===== src/rtl/cec_pkg.sv =====
package cec_pkg;
  typedef enum logic [1:0] {
    CEC_IDLE   = 2'd0,
    CEC_WAIT   = 2'd1,
    CEC_CHARGE = 2'd2
  } cec_state_e;
endpackage


===== src/rtl/cec_sync.sv =====
module cec_sync #(
  parameter int WIDTH  = 2,
  parameter int STAGES = 2
) (
  input  logic             clk,
  input  logic             rst_n,
  input  logic [WIDTH-1:0] d_i,
  output logic [WIDTH-1:0] q_o
);
  logic [WIDTH-1:0] stage_q [STAGES];

  genvar gs;
  generate
    for (gs = 0; gs < STAGES; gs++) begin : g_stage
      if (gs == 0) begin : g_first
        always_ff @(posedge clk or negedge rst_n)
          if (!rst_n) stage_q[gs] <= '0;
          else        stage_q[gs] <= d_i;
      end else begin : g_next
        always_ff @(posedge clk or negedge rst_n)
          if (!rst_n) stage_q[gs] <= '0;
          else        stage_q[gs] <= stage_q[gs-1];
      end
    end
  endgenerate

  assign q_o = stage_q[STAGES-1];
endmodule


===== src/rtl/cec_delay.sv =====
module cec_delay #(
  parameter int DELAY_CYCLES = 64,
  localparam int CW = $clog2(DELAY_CYCLES + 1)
) (
  input  logic clk,
  input  logic rst_n,
  input  logic qual_i,
  output logic fire_o
);
  localparam logic [CW-1:0] LAST = CW'(DELAY_CYCLES - 1);
  localparam logic [CW-1:0] TOP  = CW'(DELAY_CYCLES);

  logic [CW-1:0] cnt_q;

  always_ff @(posedge clk or negedge rst_n)
    if (!rst_n)         cnt_q <= '0;
    else if (!qual_i)   cnt_q <= '0;
    else if (cnt_q != TOP) cnt_q <= cnt_q + 1'b1;

  assign fire_o = qual_i && (cnt_q == LAST);


  restart_chk: assert property (@(posedge clk) disable iff (!rst_n)
    !qual_i |=> (cnt_q == '0));
endmodule


===== src/rtl/cec_latch.sv =====
module cec_latch (
  input  logic clk,
  input  logic rst_n,
  input  logic set_i,
  input  logic clr_i,
  output logic q_o
);
  always_ff @(posedge clk or negedge rst_n)
    if (!rst_n)     q_o <= 1'b0;
    else if (clr_i) q_o <= 1'b0;
    else if (set_i) q_o <= 1'b1;


  no_both_chk: assert property (@(posedge clk) disable iff (!rst_n)
    !(set_i && clr_i));

  cut_chk: assert property (@(posedge clk) disable iff (!rst_n)
    clr_i |=> !q_o);
endmodule


===== src/rtl/charge_enable_ctrl.sv =====
module charge_enable_ctrl
  import cec_pkg::*;
#(
  parameter int DELAY_CYCLES = 64,
  parameter int SYNC_STAGES  = 2
) (
  input  logic       clk,
  input  logic       rst_n,
  input  logic       batt_low_i,
  input  logic       batt_ok_i,
  output logic       charge_en_o,
  output logic [1:0] state_o
);
  logic [1:0] raw, synced;
  logic       low_s, ok_s, qual, fire;
  cec_state_e st;

  assign raw = {batt_ok_i, batt_low_i};

  cec_sync #(.WIDTH(2), .STAGES(SYNC_STAGES)) u_sync (
    .clk(clk), .rst_n(rst_n), .d_i(raw), .q_o(synced));

  assign low_s = synced[0];
  assign ok_s  = synced[1];
  assign qual  = low_s && ok_s;

  cec_delay #(.DELAY_CYCLES(DELAY_CYCLES)) u_delay (
    .clk(clk), .rst_n(rst_n), .qual_i(qual), .fire_o(fire));

  cec_latch u_latch (
    .clk(clk), .rst_n(rst_n), .set_i(fire), .clr_i(!ok_s), .q_o(charge_en_o));

  always_comb begin
    if (charge_en_o) st = CEC_CHARGE;
    else if (qual)   st = CEC_WAIT;
    else             st = CEC_IDLE;
  end
  assign state_o = st;


  hold_chk: assert property (@(posedge clk) disable iff (!rst_n)
    (charge_en_o && ok_s) |=> charge_en_o);

  rise_qual_chk: assert property (@(posedge clk) disable iff (!rst_n)
    $rose(charge_en_o) |-> $past(qual));

  state_code_chk: assert property (@(posedge clk) disable iff (!rst_n)
    state_o != 2'd3);
endmodule


===== config.mk =====
export PLATFORM = sky130hd
export DESIGN_NAME = charge_enable_ctrl
export DESIGN_NICKNAME = d
export VERILOG_FILES = /design/src/rtl/cec_pkg.sv /design/src/rtl/cec_sync.sv /design/src/rtl/cec_delay.sv /design/src/rtl/cec_latch.sv /design/src/rtl/charge_enable_ctrl.sv
export SDC_FILE = /design/constraint.sdc
export NUM_CORES = 1
export LEC_CHECK = 0
export BUFFER_PORTS_ARGS = -buffer_cell sky130_fd_sc_hd__buf_4
export CORE_AREA = 5 5 42 44
export CTS_CLUSTER_DIAMETER = 200
export DETAILED_ROUTE_END_ITERATION = 8
export DIE_AREA = 0 0 47 49
export PLACE_DENSITY = 0.68
export SETUP_SLACK_MARGIN = 0.3
export SYNTH_ARGS = -nofsm -noshare
export SYNTH_HDL_FRONTEND = slang
export SYNTH_SLANG_ARGS = --single-unit

===== constraint.sdc =====
create_clock -name clk -period 1.45 [get_ports clk]
set_input_delay 0.2175 -clock clk [delete_from_list [all_inputs] [get_ports clk]]
set_output_delay 0.2175 -clock clk [all_outputs]
set_load 0.05 [all_outputs]

==> flow_summary_export.csv, run 1 <==
group,metric,value,unit
layout,final_util,0.529,
floorplan,core_area,0.00140,sq mm
global_routing,antenna_found_initial,0,
status,status,"finished clean",
clock_network,numCtsBuffers,3,
floorplan,io-pin-count,7,
timing,fin_crit_sh,0.887,
timing,rsz0062_at_grt,"yes",
worst_setup_path,crit_slowest_cell,"dfrtp_2",
layout,num-fill-cells,125,
yosys,avgSynthCellArea,11.1,sq um
timing,fmax,0.777,GHz
clock_network,clock_sinks,12,
yosys,synthSimpleGateAreaFrac,0.249,
worst_setup_path,arrival,1.45,ns
yosys,synth_compound_area_frac,0.0922,
pwr,p_total,0.000664,W
yosys,syn_nets,55,
floorplan,die_area,0.00230,sq mm
global_routing,grt-ovfl-total,0,
timing,finalHoldViolCount,0,
placed_design,placement.io_buffers,6,
timing,finalMaxSlewViolations,0,
worst_hold_path,hold_class,"primary input to flip-flop",
yosys,synth-xor-area-share,0.0323,
clock_network,clk_latency,0.27,ns
timing,worstMarginPinSlew,0.343,ns
placed_design,place_congestion,0.767,
placed_design,place_hpwl,672,um
floorplan,rows,14,
detailed_routing,num_vias,418,
floorplan,die_y,49,um
timing,final.min_clock_period,1.29,ns
flow_run,maxCapViolations,0,
yosys,yosysUniqueCellTypes,21,
layout,fin_nets,72,
timing,relSlewSlack,0.770,
detailed_routing,drt_first_pass_iters,4,
floorplan,die_x,47,um
yosys,ys_ff_latch,12,
worst_setup_path,startpoint_type,"flip-flop",
layout,antennaDiodeCount,0,
pwr,p_leak,0.335,nW
global_routing,grt_max_degree,13,
global_routing,grt_pass1_wl,1.58,mm
layout,layout_commonest_cell,"buf_4",
timing,fin_skew,0.00138,ns
worst_setup_path,required,1.61,ns
clock_network,cts_htree_levels,1,
clock_network,cts_buffer_depth,2,
yosys,synth-adder-area-share,0.0461,
yosys,syn-instance-count,49,
worst_setup_path,critPathMaxStageDelay,0.44,ns
global_routing,grt_util_all_layers,0.0973,
layout,drive_above_1_share,0.477,
clock_network,cts_tree,"yes",
detailed_routing,wl_per_cell,12.3,um
layout,final_cell_mix,"buf_4 (9), dfrtp_1 (7), dfrtp_2 (5)",
yosys,synth_top_family_by_area,"simple AND/OR/NAND/NOR gates",
detailed_routing,wirelength,993,um
yosys,synthMuxAreaShare,0,
global_routing,grt_pass1_vias,389,
detailed_routing,drtAntennaViolNets,0,
detailed_routing,routed_via_density,5.16,
yosys,syn_area,543,sq um
clock_network,ctsRootBufferMaster,"clkbuf_4",
clock_network,cts.clk_slew.worst_paths,0.08,ns
pwr,peakVddDrop,0.607,mV
worst_setup_path,critical_path.cell_chain,"nor4_4 > a21oi_1 > a41o_1",
yosys,ys_warn_count,0,
timing,finalSetupViolCount,0,
floorplan,start_util,0.388,
worst_setup_path,critPathMaxFanout,5,
timing,setup_tns,0,ns
detailed_routing,dr.first_iter.drc_count,3,
yosys,ys_seq_area_frac,0.553,
pwr,powerDensity,897,mW/mm^2
worst_setup_path,crit_path_end_kind,"flip-flop",
detailed_routing,drc,0,
layout,synthToLayoutAreaGrowth,36.4,%
worst_setup_path,criticalPathCategory,"flip-flop to flip-flop",
==> final cells by class <==
cell class / count / area, sq um / area share
Sequential cell: 12 / 307 / 0.414
Timing Repair Buffer: 13 / 111 / 0.150
Tap cell: 16 / 20.0 / 0.0270
Inverter: 2 / 7.51 / 0.0101
Clock buffer: 4 / 36.3 / 0.0490
Multi-Input combinational cell: 34 / 259 / 0.350
==> worst max-delay path: cells and delay by family (launching register included) <==
family / cells / cell delay, ns
DFF: 1 / 0.44
AOI/OAI and AO/OA: 2 / 0.34
and+or+nand+nor: 1 / 0.40
==> cell families (layout without fill, tap and decap cells) <==
kind of cell               after synthesis  after routing
and+or+nand+nor                         22             22
buffers and inverters                    3             19
adders and majority gates                2              2
AOI/OAI and AO/OA                        8              8
DFF                                     12             12
xor gates and xnor gates                 2              2
==> flip-flops by register name (all words and copies together) (netlist names) <==
register        count
u_delay.cnt_q       7
u_sync.stage_q      2
u_latch.q_o         1
u_sync.q_o          2
==> cells in the mapped netlist, drive strengths merged <==
| cell type | instances | area share |
|---|---|---|
| nor4 | 1 | 0.039 |
| o211ai | 1 | 0.014 |
| o21a | 1 | 0.014 |
| xor2 | 2 | 0.032 |
| inv | 2 | 0.014 |
| nand3 | 5 | 0.055 |
| a21oi | 4 | 0.037 |
| buf | 1 | 0.014 |
| ha | 2 | 0.046 |
| nand2 | 6 | 0.041 |
| nor3b | 1 | 0.014 |
| nand2b | 1 | 0.012 |
| nor2b | 1 | 0.012 |
| and2 | 2 | 0.023 |
| o21ai | 1 | 0.0092 |
| or3 | 1 | 0.012 |
| a41o | 1 | 0.018 |
| nor2 | 3 | 0.021 |
| or4 | 1 | 0.021 |
| dfrtp | 12 | 0.55 |
==> layer usage <==
layer / vias to the layer above / share of wire / global-route usage
met1: 206 / 0.39 / 0.0947
met2: 8 / 0.54 / 0.167
met3: 4 / 0.042 / 0.0332
met4: 0 / 0.025 / 0.0553
li1: 200 / - / -
met5: - / 0 / 0
==> timing repair <==
item | CTS | global route
hold endpoints to repair | 12 | 0
pin swaps | 4 | 4
hold buffers | 1 | 0
buffers inserted | 1 | 4
cloned | 0 | 0
resized for setup | 6 | 6
endpoints found under the setup margin | 6 | 9
==> power breakdown <==
group	switching (W)	total [W]	internal [W]	leakage [nW]
logic	0.0000253	0.0000486	0.0000233	0.165
registers	0.00000755	0.000351	0.000343	0.149
clock network	0.000113	0.000265	0.000153	0.0210
total	0.000145	0.000664	0.000519	0.335
==> worst paths after layout <==
check | start | end | slack, ns | depth (start not counted)
setup / recovery | u_delay.cnt_q[3]$_DFFE_PN0P_ | u_delay.cnt_q[1]$_DFFE_PN0P_ | 0.16 | 3
hold / removal | batt_ok_i | u_sync.stage_q[3]$_DFF_PN0_ | 0.05 | 1
setup reg to reg | u_delay.cnt_q[3]$_DFFE_PN0P_ | u_delay.cnt_q[1]$_DFFE_PN0P_ | 0.16 | 3
hold reg to reg | u_sync.stage_q[3]$_DFF_PN0_ | u_sync.q_o[1]$_DFF_PN0_ | 0.35 | 0
max in group asynchronous | rst_n | u_delay.cnt_q[0]$_DFFE_PN0P_ | 0.97 | 2
min in group asynchronous | rst_n | u_delay.cnt_q[5]$_DFFE_PN0P_ | 0.32 | 2
==> through the flow <==
stage               cells  cell area [sq um]  hold WS [ns]  worst slack (ns)
floorplan              49                557       -0.0781             0.265
global placement       71                622        0.0652             0.182
detailed placement     71                622        0.0654             0.165
CTS                    77                694        0.0407             0.185
global route           81                741        0.0298             0.108
finish                 81                741        0.0497             0.164
No activity file was read; power rests on OpenSTA's default activity.
==> inputs of run 2 (changes only) <==
--- a/config.mk
+++ b/config.mk
@@ -5,12 +5,13 @@
 export SDC_FILE = /design/constraint.sdc
 export NUM_CORES = 1
 export LEC_CHECK = 0
+export ABC_AREA = 1
 export BUFFER_PORTS_ARGS = -buffer_cell sky130_fd_sc_hd__buf_4
 export CORE_AREA = 5 5 42 44
 export CTS_CLUSTER_DIAMETER = 200
 export DETAILED_ROUTE_END_ITERATION = 8
 export DIE_AREA = 0 0 47 49
-export PLACE_DENSITY = 0.68
+export PLACE_DENSITY = 0.67
 export SETUP_SLACK_MARGIN = 0.3
 export SYNTH_ARGS = -nofsm -noshare
 export SYNTH_HDL_FRONTEND = slang
==> flow_summary_export.csv, run 2 <==
group,metric,value,unit
yosys,ys_seq_area_frac,0.557,
timing,setup_ws,0.262,ns
status,status,"finished clean",
detailed_routing,wl_per_cell,12.4,um
clock_network,cts_tree,"yes",
yosys,yosysMostFrequentCell,"nand2_1",
flow_run,maxCapViolations,0,
floorplan,rows,14,
clock_network,clock_sinks,12,
layout,final_cell_area,751,sq um
timing,fin_skew,0.00176,ns
timing,relSlewSlack,0.847,
worst_setup_path,crit_path_end_kind,"primary output",
floorplan,die_y,49,um
worst_setup_path,cp_num_buf_inv,1,
timing,setup_tns,0,ns
global_routing,grt-ovfl-total,0,
global_routing,grt_max_degree,13,
layout,largest_reg_flops,7,
layout,fin_nets,82,
layout,final_cell_mix,"nand2_1 (11), dfrtp_1 (9), nor2_1 (8)",
detailed_routing,dr.first_iter.drc_count,4,
clock_network,numCtsBuffers,3,
timing,finalHoldViolCount,0,
detailed_routing,drtAntennaViolNets,0,
floorplan,die_x,47,um
worst_hold_path,hold_class,"primary input to flip-flop",
layout,num-fill-cells,133,
yosys,syn-instance-count,62,
clock_network,cts_htree_levels,1,
layout,antennaDiodeCount,0,
floorplan,io-pin-count,7,
yosys,ys_warn_count,0,
yosys,ys_top_cells_by_count,"nand2_1 (13), dfrtp_1 (12), nor2_1 (11), nand3_1 (7), inv_1 (6)",
timing,finalMaxSlewViolations,0,
floorplan,start_util,0.385,
layout,largestRegisters,"u_delay.cnt_q: 7 flops, u_sync.q_o: 2 flops, u_sync.stage_q: 2 flops",
yosys,synth_edf_count,0,
worst_setup_path,critPathMaxStageDelay,0.44,ns
yosys,yosysUniqueCellTypes,14,
layout,drive_above_1_share,0.400,
floorplan,die_area,0.00230,sq mm
timing,fmax,0.842,GHz
global_routing,grt_pass1_vias,423,
placed_design,dp_slack,0.308,ns
worst_setup_path,required,1.23,ns
timing,rsz0062_at_grt,"yes",
worst_setup_path,critPathMaxFanout,4,
yosys,avgSynthCellArea,8.70,sq um
timing,finalSetupViolCount,0,
yosys,yosys.area.top_type_share,0.557,
yosys,synth_flop_cell,"dfrtp_1",
global_routing,antenna_found_initial,0,
clock_network,cts.clk_slew.worst_paths,0.07,ns
global_routing,grt_util_all_layers,0.112,
placed_design,placement.io_buffers,6,
pwr,p_leak,0.336,nW
detailed_routing,drc,0,
yosys,synthTopCellsByArea,"dfrtp_1 (56%), nand2_1 (9.0%), nor2_1 (7.7%)",
timing,fin_crit_sh,0.819,
detailed_routing,num_vias,446,
worst_setup_path,criticalPathCategory,"flip-flop to primary output",
yosys,synth_top_area_cell,"dfrtp_1",
detailed_routing,drt_first_pass_iters,5,
yosys,async_flop_share,1.00,
yosys,syn_area,539,sq um
worst_setup_path,critical_path.cell_chain,"nor2_4 > buf_6",
layout,layout_commonest_cell,"nand2_1",
timing,hold-worst-slack,0.0532,ns
clock_network,clk_latency,0.26,ns
placed_design,placed_area,606,sq um
pwr,powerDensity,827,mW/mm^2
global_routing,grt_pass1_wl,1.74,mm
worst_setup_path,crit_slowest_cell,"dfrtp_2",
detailed_routing,wirelength,1.13,mm
timing,final.min_clock_period,1.19,ns
placed_design,place_congestion,0.806,
clock_network,cts_buffer_depth,2,
floorplan,core_area,0.00140,sq mm
layout,synthToLayoutAreaGrowth,39.2,%
worst_setup_path,arrival,0.97,ns
yosys,syn_nets,68,
detailed_routing,routed_via_density,4.90,
worst_setup_path,startpoint_type,"flip-flop",
yosys,ys_ff_latch,12,
layout,top_register,"u_delay.cnt_q",
timing,worstMarginPinSlew,0.229,ns
worst_setup_path,crit_family,"flip-flops",
pwr,peakVddDrop,0.568,mV
placed_design,place_hpwl,735,um
clock_network,ctsRootBufferMaster,"clkbuf_4",
==> run 2: cell count changes in the layout (fill, tap and decap cells not counted), moves of 2 or more <==
cell	delta
dfrtp_1	+2
inv_2	+3
nand4_1	+2
dfrtp_2	-2
nor2_1	+6
inv_1	+2
o21ai_1	+2
xor2_1	-2
nand2_2	-2
nor2_2	+2
nand2_4	+2
nand2_1	+7
buf_4	-3
==> run 2: what timing repair did <==
| action | in CTS | in global routing |
|---|---|---|
| buffers inserted | 1 | 2 |
| resized for setup | 4 | 21 |
| pin swaps | 1 | 5 |
| setup endpoints to repair | 3 | 9 |
| endpoints found under the hold margin | 12 | 0 |
| hold buffers | 1 | 0 |
==> run 2: per-stage QoR <==
stage	total power (W)	utilization	cells
5_1_grt	0.000657	0.536	91
3_3_place_gp	0.000391	0.432	83
3_5_place_dp	0.000394	0.432	83
4_1_cts	0.000618	0.473	89
2_1_floorplan	0.000374	-	62
6_report	0.000621	0.536	91
==> run 2: logic make-up (layout without fill, tap and decap cells) <==
family | after synthesis | count (layout) | synth area share
xor+xnor | 1 | 1 | 0.0162
flops | 12 | 12 | 0.557
buf+inv | 8 | 21 | 0.0626
fa+ha+maj | 2 | 2 | 0.0464
compound gates | 5 | 5 | 0.0511
simple gates | 34 | 34 | 0.267
==> run 2: area by class of cell <==
class	count	area [sq um]	area share
tap	16	20.0	0.0267
inverter	7	26.3	0.0350
timing repair buffer	10	88.8	0.118
clock buffer	4	26.3	0.0350
sequential	12	304	0.405
multi-input combinational	42	285	0.380
==> run 2: power by group <==
group	internal [W]	switching, W	total, W
sequential	0.000343	0.00000727	0.000350
clock	0.000106	0.000103	0.000210
combinational	0.0000279	0.0000324	0.0000604
total	0.000477	0.000143	0.000621
==> run 2: final timing paths <==
check                                                   from                           end  slack (ns)  cells after the start
worst max-delay path                 u_latch.q_o$_DFFE_PN0P_                    state_o[0]        0.26                      2
worst min-delay path                              batt_low_i   u_sync.stage_q[2]$_DFF_PN0_        0.05                      1
worst max register to register  u_delay.cnt_q[0]$_DFFE_PN0P_  u_delay.cnt_q[0]$_DFFE_PN0P_        0.33                      7
worst min register to register   u_sync.stage_q[2]$_DFF_PN0_       u_sync.q_o[0]$_DFF_PN0_        0.36                      0
max in group asynchronous                              rst_n  u_delay.cnt_q[0]$_DFFE_PN0P_        0.97                      2
min in group asynchronous                              rst_n       u_latch.q_o$_DFFE_PN0P_        0.32                      2
==> run 2: per-layer routing <==
metal  track usage  up-vias  routed length [um]
li1              -      226                   -
met1         0.122      210                 453
met2         0.165        8                 614
met3        0.0332        2                  29
met4        0.0968        0                  28
met5             0        -                   0
==> run 2: worst register-to-register path, cell delays in order, from the launching register on <==
cell and delay, ns:
dfrtp_2 0.43, inv_2 0.08, ha_4 0.13, nand2_4 0.05, inv_2 0.06, nand3_2 0.09
nand3_1 0.10, nand2_1 0.06
==> inputs of run 3 (changes only) <==
==> constraint.sdc (replaced) <==
create_clock -name clk -period 1.1 [get_ports clk]
set_input_delay 0.165 -clock clk [delete_from_list [all_inputs] [get_ports clk]]
set_output_delay 0.165 -clock clk [all_outputs]
set_load 0.05 [all_outputs]
==> flow_summary_export.csv, run 3 (synthesis gave the netlist of run 2 again) <==
group,metric,value,unit
layout,largest_reg_flops,7,
timing,hold-worst-slack,0.260,ns
detailed_routing,drt_first_pass_iters,4,
timing,finalHoldViolCount,0,
timing,worstMarginPinSlew,0.205,ns
detailed_routing,wirelength,1.36,mm
timing,finalSetupViolCount,4,
timing,setup_tns,-0.125,ns
placed_design,placed_area,631,sq um
global_routing,grt_pass1_wl,2.25,mm
floorplan,die_area,0.00230,sq mm
timing,setup_ws,-0.0518,ns
worst_setup_path,critPathMaxFanout,3,
flow_run,maxCapViolations,0,
layout,layout_commonest_cell,"buf_4",
worst_setup_path,crit_path_end_kind,"flip-flop",
timing,relSlewSlack,0.863,
clock_network,cts_htree_levels,1,
layout,fin_nets,87,
detailed_routing,routed-wl-met3,38,um
placed_design,place_hpwl,745,um
layout,final_util,0.627,
floorplan,die_y,49,um
layout,antennaDiodeCount,0,
timing,fin_crit_sh,1.05,
floorplan,rows,14,
clock_network,clock_sinks,12,
global_routing,antenna_found_initial,0,
global_routing,grt_max_degree,13,
detailed_routing,drc,0,
layout,final_cell_mix,"buf_4 (9), nand2_1 (8), nor2_1 (7), dfrtp_1 (7)",
layout,final_cell_area,878,sq um
layout,largestRegisters,"u_delay.cnt_q: 7 flops, u_sync.q_o: 2 flops, u_sync.stage_q: 2 flops",
status,status,"finished with violations",
floorplan,core_area,0.00140,sq mm
global_routing,grt_util_all_layers,0.139,
layout,drive_above_1_share,0.600,
timing,fmax,0.868,GHz
pwr,powerDensity,1030,mW/mm^2
worst_setup_path,criticalPathCategory,"flip-flop to flip-flop",
clock_network,numCtsBuffers,3,
timing,final.min_clock_period,1.15,ns
timing,rsz0062_at_grt,"yes",
status,violations,"negative setup slack",
global_routing,grt_pass1_vias,529,
detailed_routing,wl_met1,532,um
worst_hold_path,hold_class,"primary input to async pin",
detailed_routing,dr.max_layer_used,"met4",
placed_design,place_congestion,0.835,
worst_setup_path,required,1.26,ns
floorplan,io-pin-count,7,
placed_design,placement.io_buffers,6,
clock_network,cts_tree,"yes",
layout,top_register,"u_delay.cnt_q",
clock_network,clk_latency,0.27,ns
detailed_routing,num_vias,488,
detailed_routing,wl_per_cell,14.2,um
detailed_routing,dr.first_iter.drc_count,9,
detailed_routing,routed_via_density,5.08,
detailed_routing,drtAntennaViolNets,0,
pwr,peakVddDrop,0.829,mV
worst_setup_path,crit_slowest_cell,"dfrtp_2",
worst_setup_path,startpoint_type,"flip-flop",
clock_network,ctsRootBufferMaster,"clkbuf_4",
global_routing,grt-ovfl-total,0,
worst_setup_path,critPathMaxStageDelay,0.44,ns
floorplan,start_util,0.385,
worst_setup_path,critical_path.cell_chain,"inv_2 > ha_4 > nand2_4 > inv_4 > nand3_4 > nand3_2 > nand2_2",
clock_network,cts.clk_slew.worst_paths,0.08,ns
worst_setup_path,arrival,1.31,ns
pwr,p_leak,0.386,nW
layout,synthToLayoutAreaGrowth,62.9,%
timing,finalMaxSlewViolations,0,
clock_network,cts_buffer_depth,2,
timing,fin_skew,0.00631,ns
floorplan,die_x,47,um
layout,num-fill-cells,107,
detailed_routing,met2_length,772,um
[run 3: power breakdown]
part           total (W)  switching, W  internal [W]
Combinational  0.0000997     0.0000520     0.0000477
Clock           0.000343      0.000142      0.000201
Sequential      0.000462    0.00000966      0.000452
[run 3: area by class of cell]
cell class / count / area [sq um] / share of cell area
flip-flops and latches: 12 / 307 / 0.349
multi-input cells: 42 / 348 / 0.396
inverters: 7 / 36.3 / 0.0413
well taps: 16 / 20.0 / 0.0228
clock buffers: 4 / 36.3 / 0.0413
repair buffers: 15 / 131 / 0.150
[run 3: path summary, 6_finish.rpt]
path | start | end | slack, ns | cells past startpoint
worst min-delay path | rst_n | u_delay.cnt_q[0]$_DFFE_PN0P_ | 0.26 | 2
worst max-delay path | u_delay.cnt_q[0]$_DFFE_PN0P_ | u_delay.cnt_q[0]$_DFFE_PN0P_ | -0.05 | 7
worst max register to register | u_delay.cnt_q[0]$_DFFE_PN0P_ | u_delay.cnt_q[0]$_DFFE_PN0P_ | -0.05 | 7
worst min register to register | u_sync.stage_q[2]$_DFF_PN0_ | u_sync.q_o[0]$_DFF_PN0_ | 0.35 | 0
min in group clk | u_sync.stage_q[2]$_DFF_PN0_ | u_sync.q_o[0]$_DFF_PN0_ | 0.35 | 0
max in group asynchronous | rst_n | u_latch.q_o$_DFFE_PN0P_ | 0.67 | 2
[run 3: metal layers]
metal	GRT usage	up-vias
li1	-	236
met5	0	-
met2	0.233	9
met3	0.0332	4
met4	0.0553	0
met1	0.162	239
[run 3: stage by stage]
stage               instances  setup slack [ns]  power [W]
floorplan                  62            0.0861   0.000493
global placement           85           -0.0165   0.000519
detailed placement         85           -0.0371   0.000520
CTS                        95           -0.0453   0.000903
global route               96           -0.0994   0.000947
finish                     96           -0.0518   0.000905
[run 3: critical path: cells and delay by family (launching register included)]
family                   cells  cell delay, ns
AND/OR/NAND/NOR              4            0.30
flip-flops                   1            0.44
buffers and inverters        2            0.15
adder cells (fa/ha/maj)      1            0.14
[run 3: repair_timing]
item | CTS | global route
buffers inserted | 3 | 1
endpoints found under the setup margin | 11 | 11
pin swaps | 5 | 5
hold endpoints to repair | 14 | 0
hold buffers | 3 | 0
gates resized for setup | 30 | 14
